<file path="src/rtl/pmsw_pkg.sv">
package pmsw_pkg;
  localparam int CFG_W = 3;

  typedef enum logic {
    RAMP_DOWN = 1'b0,
    RAMP_UP   = 1'b1
  } ramp_dir_e;

  function automatic logic cfg_is_sweep(input logic [CFG_W-1:0] cfg);
    return cfg[2];
  endfunction
endpackage

</file>
<file path="src/rtl/pmsw_sync_gen.sv">
module pmsw_sync_gen #(
  parameter int DIV = 4
) (
  input  logic clk,
  input  logic rst,
  output logic tick
);
  localparam int CW = (DIV > 2) ? $clog2(DIV) : 1;
  localparam logic [CW-1:0] LAST = CW'(DIV - 1);
  localparam logic [CW-1:0] PRE  = CW'(DIV - 2);

  logic [CW-1:0] cnt;

  always_ff @(posedge clk) begin
    if (rst) begin
      cnt  <= '0;
      tick <= 1'b0;
    end else begin
      cnt  <= (cnt == LAST) ? '0 : cnt + CW'(1);
      tick <= (cnt == PRE);
    end
  end

  // the pulse never lasts two clocks
  assert_tick_single_R2: assert property (@(posedge clk) disable iff (rst)
    tick |=> !tick);
endmodule

</file>
<file path="src/rtl/pmsw_profile_sel.sv">
module pmsw_profile_sel #(
  parameter int W      = 32,
  parameter int LEVELS = 16
) (
  input  logic                      clk,
  input  logic                      rst,
  input  logic                      tick,
  input  logic [$clog2(LEVELS)-1:0] pins,
  input  logic [1:0]                lvl_sel,
  input  logic                      wr_en,
  input  logic [$clog2(LEVELS)-1:0] wr_idx,
  input  logic [W-1:0]              wr_word,
  output logic [W-1:0]              sel_word,
  output logic                      dir_bit
);
  localparam int AW = $clog2(LEVELS);

  logic [W-1:0]  mem [LEVELS];
  logic [AW-1:0] pin_q;
  logic [AW-1:0] lvl_mask;
  logic [AW-1:0] rd_addr;
  logic          chg_last;

  // active pin bits: bit b takes part when b <= lvl_sel
  for (genvar b = 0; b < AW; b++) begin : g_mask
    assign lvl_mask[b] = (int'(lvl_sel) >= b);
  end

  assign rd_addr = pin_q & lvl_mask;
  assign dir_bit = pin_q[0];

  always_ff @(posedge clk) begin
    if (rst) begin
      pin_q    <= '0;
      chg_last <= 1'b0;
    end else if (tick) begin
      pin_q    <= pins;
      chg_last <= (pins != pin_q);
    end
  end

  // block-RAM style: write port plus registered read, no reset
  always_ff @(posedge clk) begin
    if (wr_en) mem[wr_idx] <= wr_word;
    sel_word <= mem[rd_addr];
  end

  // sampled pins move only on a sync pulse
  assert_sample_on_tick_R3: assert property (@(posedge clk) disable iff (rst)
    !tick |=> $stable(pin_q));

  // a sampled change is still present one sync period later
  assert_pin_hold_R11: assert property (@(posedge clk) disable iff (rst)
    (tick && chg_last) |-> (pins == pin_q));
endmodule

</file>
<file path="src/rtl/pmsw_ramp.sv">
module pmsw_ramp
  import pmsw_pkg::*;
#(
  parameter int W      = 32,
  parameter int RATE_W = 8
) (
  input  logic              clk,
  input  logic              rst,
  input  logic              en,
  input  logic              tick,
  input  ramp_dir_e         dir,
  input  logic [W-1:0]      lo,
  input  logic [W-1:0]      hi,
  input  logic [W-1:0]      rise,
  input  logic [W-1:0]      fall,
  input  logic [RATE_W-1:0] rate,
  output logic [W-1:0]      acc
);
  logic [RATE_W-1:0] rc;
  logic [W:0]        sum_up;
  logic [W:0]        diff_dn;
  logic [W-1:0]      nxt_up;
  logic [W-1:0]      nxt_dn;
  logic              step;

  assign step    = en && tick && (rc >= rate);
  assign sum_up  = {1'b0, acc} + {1'b0, rise};
  assign diff_dn = {1'b0, acc} - {1'b0, fall};

  always_comb begin
    nxt_up = (sum_up >= {1'b0, hi}) ? hi : sum_up[W-1:0];
    nxt_dn = (diff_dn[W] || (diff_dn[W-1:0] <= lo)) ? lo : diff_dn[W-1:0];
  end

  always_ff @(posedge clk) begin
    if (rst) begin
      acc <= '0;
      rc  <= '0;
    end else if (!en) begin
      acc <= lo;
      rc  <= '0;
    end else if (tick) begin
      if (rc >= rate) begin
        rc  <= '0;
        acc <= (dir == RAMP_UP) ? nxt_up : nxt_dn;
      end else begin
        rc <= rc + RATE_W'(1);
      end
    end
  end

  // the accumulator moves only on a step
  assert_hold_between_steps_R7: assert property (@(posedge clk) disable iff (rst)
    (en && !step) |=> $stable(acc));

  // a rising step never lands above the upper limit
  assert_no_overflow_R8: assert property (@(posedge clk) disable iff (rst)
    (step && dir == RAMP_UP) |=> (acc <= $past(hi)));

  // a falling step never lands below the lower limit
  assert_no_underflow_R9: assert property (@(posedge clk) disable iff (rst)
    (step && dir == RAMP_DOWN) |=> (acc >= $past(lo)));

  // outside sweep mode the accumulator rests at the lower limit
  assert_idle_at_lo_R10: assert property (@(posedge clk) disable iff (rst)
    !en |=> (acc == $past(lo)));
endmodule

</file>
<file path="src/rtl/profile_sweep_ctrl.sv">
module profile_sweep_ctrl
  import pmsw_pkg::*;
#(
  parameter int VAL_W    = 32,
  parameter int LEVELS   = 16,
  parameter int SYNC_DIV = 4,
  parameter int RATE_W   = 8,
  localparam int PIN_W   = $clog2(LEVELS)
) (
  input  logic              clk,
  input  logic              rst,
  input  logic [PIN_W-1:0]  profile_pins,
  input  logic [CFG_W-1:0]  pin_cfg,
  input  logic              wr_en,
  input  logic [PIN_W-1:0]  wr_idx,
  input  logic [VAL_W-1:0]  wr_word,
  input  logic [VAL_W-1:0]  lo_limit,
  input  logic [VAL_W-1:0]  hi_limit,
  input  logic [VAL_W-1:0]  rise_step,
  input  logic [VAL_W-1:0]  fall_step,
  input  logic [RATE_W-1:0] ramp_rate,
  output logic              sync_pulse,
  output logic [VAL_W-1:0]  tune_word
);
  logic             tick;
  logic             sweep_on;
  logic             dir_bit;
  logic [VAL_W-1:0] sel_word;
  logic [VAL_W-1:0] acc;

  assign sweep_on   = cfg_is_sweep(pin_cfg);
  assign sync_pulse = tick;

  pmsw_sync_gen #(.DIV(SYNC_DIV)) u_sync (
    .clk (clk),
    .rst (rst),
    .tick(tick)
  );

  pmsw_profile_sel #(.W(VAL_W), .LEVELS(LEVELS)) u_sel (
    .clk     (clk),
    .rst     (rst),
    .tick    (tick),
    .pins    (profile_pins),
    .lvl_sel (pin_cfg[1:0]),
    .wr_en   (wr_en),
    .wr_idx  (wr_idx),
    .wr_word (wr_word),
    .sel_word(sel_word),
    .dir_bit (dir_bit)
  );

  pmsw_ramp #(.W(VAL_W), .RATE_W(RATE_W)) u_ramp (
    .clk (clk),
    .rst (rst),
    .en  (sweep_on),
    .tick(tick),
    .dir (ramp_dir_e'(dir_bit)),
    .lo  (lo_limit),
    .hi  (hi_limit),
    .rise(rise_step),
    .fall(fall_step),
    .rate(ramp_rate),
    .acc (acc)
  );

  always_ff @(posedge clk) begin
    if (rst) tune_word <= '0;
    else     tune_word <= sweep_on ? acc : sel_word;
  end

  // the output leaves reset cleared
  assert_reset_clear_R1: assert property (@(posedge clk)
    rst |=> (tune_word == '0));
endmodule

</file>
<file path="config.mk">
export PLATFORM = sky130hd
export DESIGN_NAME = profile_sweep_ctrl
export DESIGN_NICKNAME = d
export VERILOG_FILES = /design/src/rtl/pmsw_pkg.sv /design/src/rtl/pmsw_sync_gen.sv /design/src/rtl/pmsw_profile_sel.sv /design/src/rtl/pmsw_ramp.sv /design/src/rtl/profile_sweep_ctrl.sv
export SDC_FILE = /design/constraint.sdc
export NUM_CORES = 1
export LEC_CHECK = 0
export ABC_AREA = 1
export BUFFER_PORTS_ARGS = -buffer_cell sky130_fd_sc_hd__buf_4
export CORE_MARGIN = 3
export CORE_UTILIZATION = 30
export DETAILED_ROUTE_END_ITERATION = 6
export GPL_TIMING_DRIVEN = 0
export MAX_ROUTING_LAYER = met4
export PLACE_DENSITY = 0.43
export SLEW_MARGIN = 10
export SYNTH_ARGS = -nofsm -noshare
export SYNTH_HDL_FRONTEND = slang
export SYNTH_SLANG_ARGS = --single-unit
</file>
<file path="constraint.sdc">
create_clock -name clk -period 7.8 [get_ports clk]
set_clock_uncertainty 0.1 [all_clocks]
set_input_delay 1.17 -clock clk [delete_from_list [all_inputs] [get_ports clk]]
set_output_delay 1.17 -clock clk [all_outputs]
set_load 0.05 [all_outputs]
</file>
==> flow_metrics.py <==
metrics = {
    "floorplanning": {
        "start_util": 0.304,
        "io_pins": 215,
        "die_x_um": 328,
        "die_height_um": 328,
        "core_area_um2": 102000,
        "fp.dieArea_um2": 108000,
        "num_rows": 117,
    },
    "place": {
        "place_area_um2": 34900,
        "io_buffers": 213,
        "pre_cts_ws_ns": 2.11,
        "routabilityCongestion": 0.916,
        "dpl.hpwl_um": 88200,
    },
    "clocking": {
        "cts.htree.levels": 3,
        "cts.reportedPaths.clkPinSlew_ns": 0.06,
        "clockBufferDepth": 3,
        "clock-sinks": 623,
        "cts_tree": "built",
        "hold_buffers": 0,
        "clk_latency_ns": 0.62,
        "numCtsBuffers": 70,
        "post_cts_resized": 0,
        "root_buffer": "clkbuf_16",
        "post_cts_buffers": 0,
    },
    "timing": {
        "drv_slew": 0,
        "relSlewSlack": 0.107,
        "fin_crit_sh": 0.640,
        "min_period_ns": 4.99,
        "hold_slack_ns": 0.357,
        "setup_ws_ns": 2.81,
        "fmax_mhz": 200,
        "rsz0062_at_grt": "false",
        "hold_viol": 0,
        "setup_viol": 0,
        "worst_pin_slew_ns": 1.34,
        "setup_tns_ns": 0,
    },
    "power_and_ir_drop": {
        "clkPwrFrac": 0.378,
        "powerDensity_nw_per_um2": 233,
        "pwr-share-seq": 0.436,
        "p_leak_nw": 15.3,
        "p_int_mw": 6.13,
        "p_total_mw": 8.64,
        "combPwrFrac": 0.187,
        "switchingPower_mw": 2.51,
        "p_sw_frac": 0.291,
        "vdd_drop_max_mv": 0.145,
    },
    "routing": {
        "drt-initial-drc-count": 1873,
        "firstDrtPassIters": 5,
        "ant_nets": 0,
        "viasPerCell": 4.82,
        "num_vias": 24500,
        "drt_wl_total_um": 117000,
        "drc": 0,
        "wl_per_cell_um": 23.0,
    },
    "global_route": {
        "grt_pass1_wl_um": 167000,
        "overflow": 0,
        "grt_pass1_vias": 24300,
        "antenna_found_initial": 2,
        "grt_max_degree": 22,
        "grtUsageTotal": 0.221,
    },
    "logic_synthesis": {
        "yosysTopAreaCell": "edfxtp_1",
        "synth_cell_types": 51,
        "synth_edf_count": 512,
        "synth.avg_cell_area_um2": 9.25,
        "synth_seq_cells": 623,
        "async_reset_ff_frac": 0,
        "syn_nets": 3686,
        "netlist_area_um2": 31100,
        "syn_inst": 3363,
        "yosysWarnings": 0,
        "yosysSeqAreaShare": 0.566,
        "synth_area_leaders": "edfxtp_1 (49%), nand2_1 (12%), nand3_1 (8.0%), dfxtp_1 (7.1%), ha_1 (5.6%)",
        "synthFlopType": "edfxtp_1",
        "yosys.area.top_type_share": 0.494,
    },
    "setup_path": {
        "cp_max_fo": 10,
        "cpPeakStageDelay_ns": 0.42,
        "r2r_slack_ns": 2.98,
        "regToRegStartpoint": "u_ramp.acc[0]$_SDFFE_PP0P_",
        "start_kind": "input pin",
        "slowest_stage": "o21ai_1",
        "r2r_cells": 30,
        "crit_start": "fall_step[0]",
        "cp.required_ns": 8.22,
        "worst_path_dominant_cell_family": "simple AND/OR/NAND/NOR gates",
        "cp.arrival_ns": 5.41,
        "path_class": "in -> reg",
        "end_kind": "register",
        "critPathMostFrequentCell": "nand2_1",
        "path_buf_inv": 6,
        "timing.rr.end": "u_ramp.acc[28]$_SDFFE_PP0P_",
    },
    "cells_and_area": {
        "nets": 3988,
        "drive_gt1_frac": 0.110,
        "final_cell_area_um2": 37100,
        "seq_area_um2": 17600,
        "area_growth_pct": 19.4,
        "fillCellCount": 10600,
        "multiInputGateArea_um2": 11800,
    },
    "status": {
        "status": "completed",
    },
    "min_path": {
        "hold_depth": 1,
        "holdPathEnd": "u_sync.cnt[0]$_SDFF_PP0_",
        "hp-class": "reg -> reg",
        "worstHoldStart": "u_sync.cnt[0]$_SDFF_PP0_",
    },
    "run": {
        "drv_cap": 0,
    },
}
## cell families after synthesis
kind of cell	synth area share
AND/OR/NAND/NOR	0.239
flip-flops	0.566
buffers and inverters	0.0577
AO/OA/AOI/OAI	0.0647
adder cells (fa/ha/maj)	0.0572
XOR/XNOR	0.0152
## layer usage
| metal | share of wire | vias up | GRT usage | wire length, µm |
|---|---|---|---|---|
| met5 | 0 | - | - | 0 |
| met3 | 0.041 | 148 | 0.0212 | 4760 |
| met1 | 0.45 | 11700 | 0.284 | 52400 |
| li1 | - | 12100 | - | - |
| met4 | 0.027 | 0 | 0.0630 | 3160 |
| met2 | 0.48 | 571 | 0.371 | 56500 |
## synth_stat cells (all sizes together) (2+ instances only)
cell type	number
a211oi	2
a21boi	4
a21o	10
a21oi	142
a31oi	36
a32oi	32
buf	27
clkbuf	127
dfxtp	111
edfxtp	512
fa	2
ha	139
inv	294
nand2	984
nand3	502
nand3b	9
nand4	20
nor2	212
nor3	15
nor4	7
o211ai	3
o21a	6
o21ai	94
o21bai	10
or2	2
xnor2	10
xor2	44
## cell type report
type / count / share of cell area
sequential: 623 / 0.474
timing repair buffer: 230 / 0.0528
inverter: 295 / 0.0298
tap: 1368 / 0.0461
antenna: 2 / 0.000135
buffer: 154 / 0.0185
clock inverter: 27 / 0.00714
clock buffer: 102 / 0.0532
multi-input combinational: 2291 / 0.319
## layout by cell type, fill, tap and decap left out, drive strengths merged, types with 2 or more instances in the layout
cell type	synthesis	layout
a21o	10	10
nand3	502	502
or2	2	2
clkinv	1	17
o211ai	3	3
clkinvlp	0	4
nor3	15	15
nand2	984	984
edfxtp	512	512
xnor2	10	10
a21boi	4	4
a211oi	2	2
a32oi	32	32
xor2	44	44
nor2	212	212
o21a	6	6
ha	139	139
a31oi	36	36
diode	0	2
a21oi	142	142
inv	294	297
o21bai	10	10
buf	27	257
fa	2	2
clkbuf	127	229
nand4	20	20
dfxtp	111	111
nand3b	9	9
bufinv	0	4
nor4	7	7
o21ai	94	94
## through the flow
| step | util | cells |
|---|---|---|
| detailed placement | 0.341 | 4961 |
| CTS | 0.363 | 5090 |
| global placement | 0.336 | 4944 |
| finish | 0.363 | 5092 |
| floorplan | - | 3363 |
| global route | 0.363 | 5091 |
## worst max-delay path by stage
| stage | end | slack [ns] | depth (start not counted) |
|---|---|---|---|
| 2_1_floorplan | u_ramp.acc[23]$_SDFFE_PP0P_ | 3.36 | 31 |
| 3_3_place_gp | u_ramp.acc[30]$_SDFFE_PP0P_ | 2.15 | 34 |
| 3_5_place_dp | u_ramp.acc[30]$_SDFFE_PP0P_ | 2.11 | 34 |
| 4_1_cts | u_ramp.acc[27]$_SDFFE_PP0P_ | 2.76 | 34 |
| 5_1_grt | u_ramp.acc[24]$_SDFFE_PP0P_ | 2.43 | 32 |
| 6_report | u_ramp.acc[28]$_SDFFE_PP0P_ | 2.81 | 30 |
## power groups by stage
stage / logic, mW / registers [mW] / clock network (mW)
final: 1.61 / 3.76 / 3.27
after global routing: 1.80 / 3.77 / 3.48
after CTS: 1.63 / 3.76 / 3.34
after detailed placement: 1.63 / 3.84 / 0
after global placement: 1.61 / 3.84 / 0
after floorplan: 0.961 / 3.86 / 0
## worst reg2reg max path: cells and delay by family, from the launching register on
family | cells | cell delay (ns)
compound gates | 4 | 0.85
flops | 1 | 0.39
simple gates | 16 | 1.74
fa+ha+maj | 3 | 0.69
xor+xnor | 1 | 0.24
buf+inv | 6 | 0.75
## flip-flops by register name, summed over array words and instances, names as in the netlist
| signal | count |
|---|---|
| u_ramp.acc | 32 |
| u_sync.cnt | 2 |
| u_sync.tick | 1 |
| u_sel.sel_word | 32 |
| u_sel.mem | 512 |
| u_sel.pin_q | 4 |
| u_ramp.rc | 8 |
| tune_word | 32 |
Power figures use the tool's default switching activity.
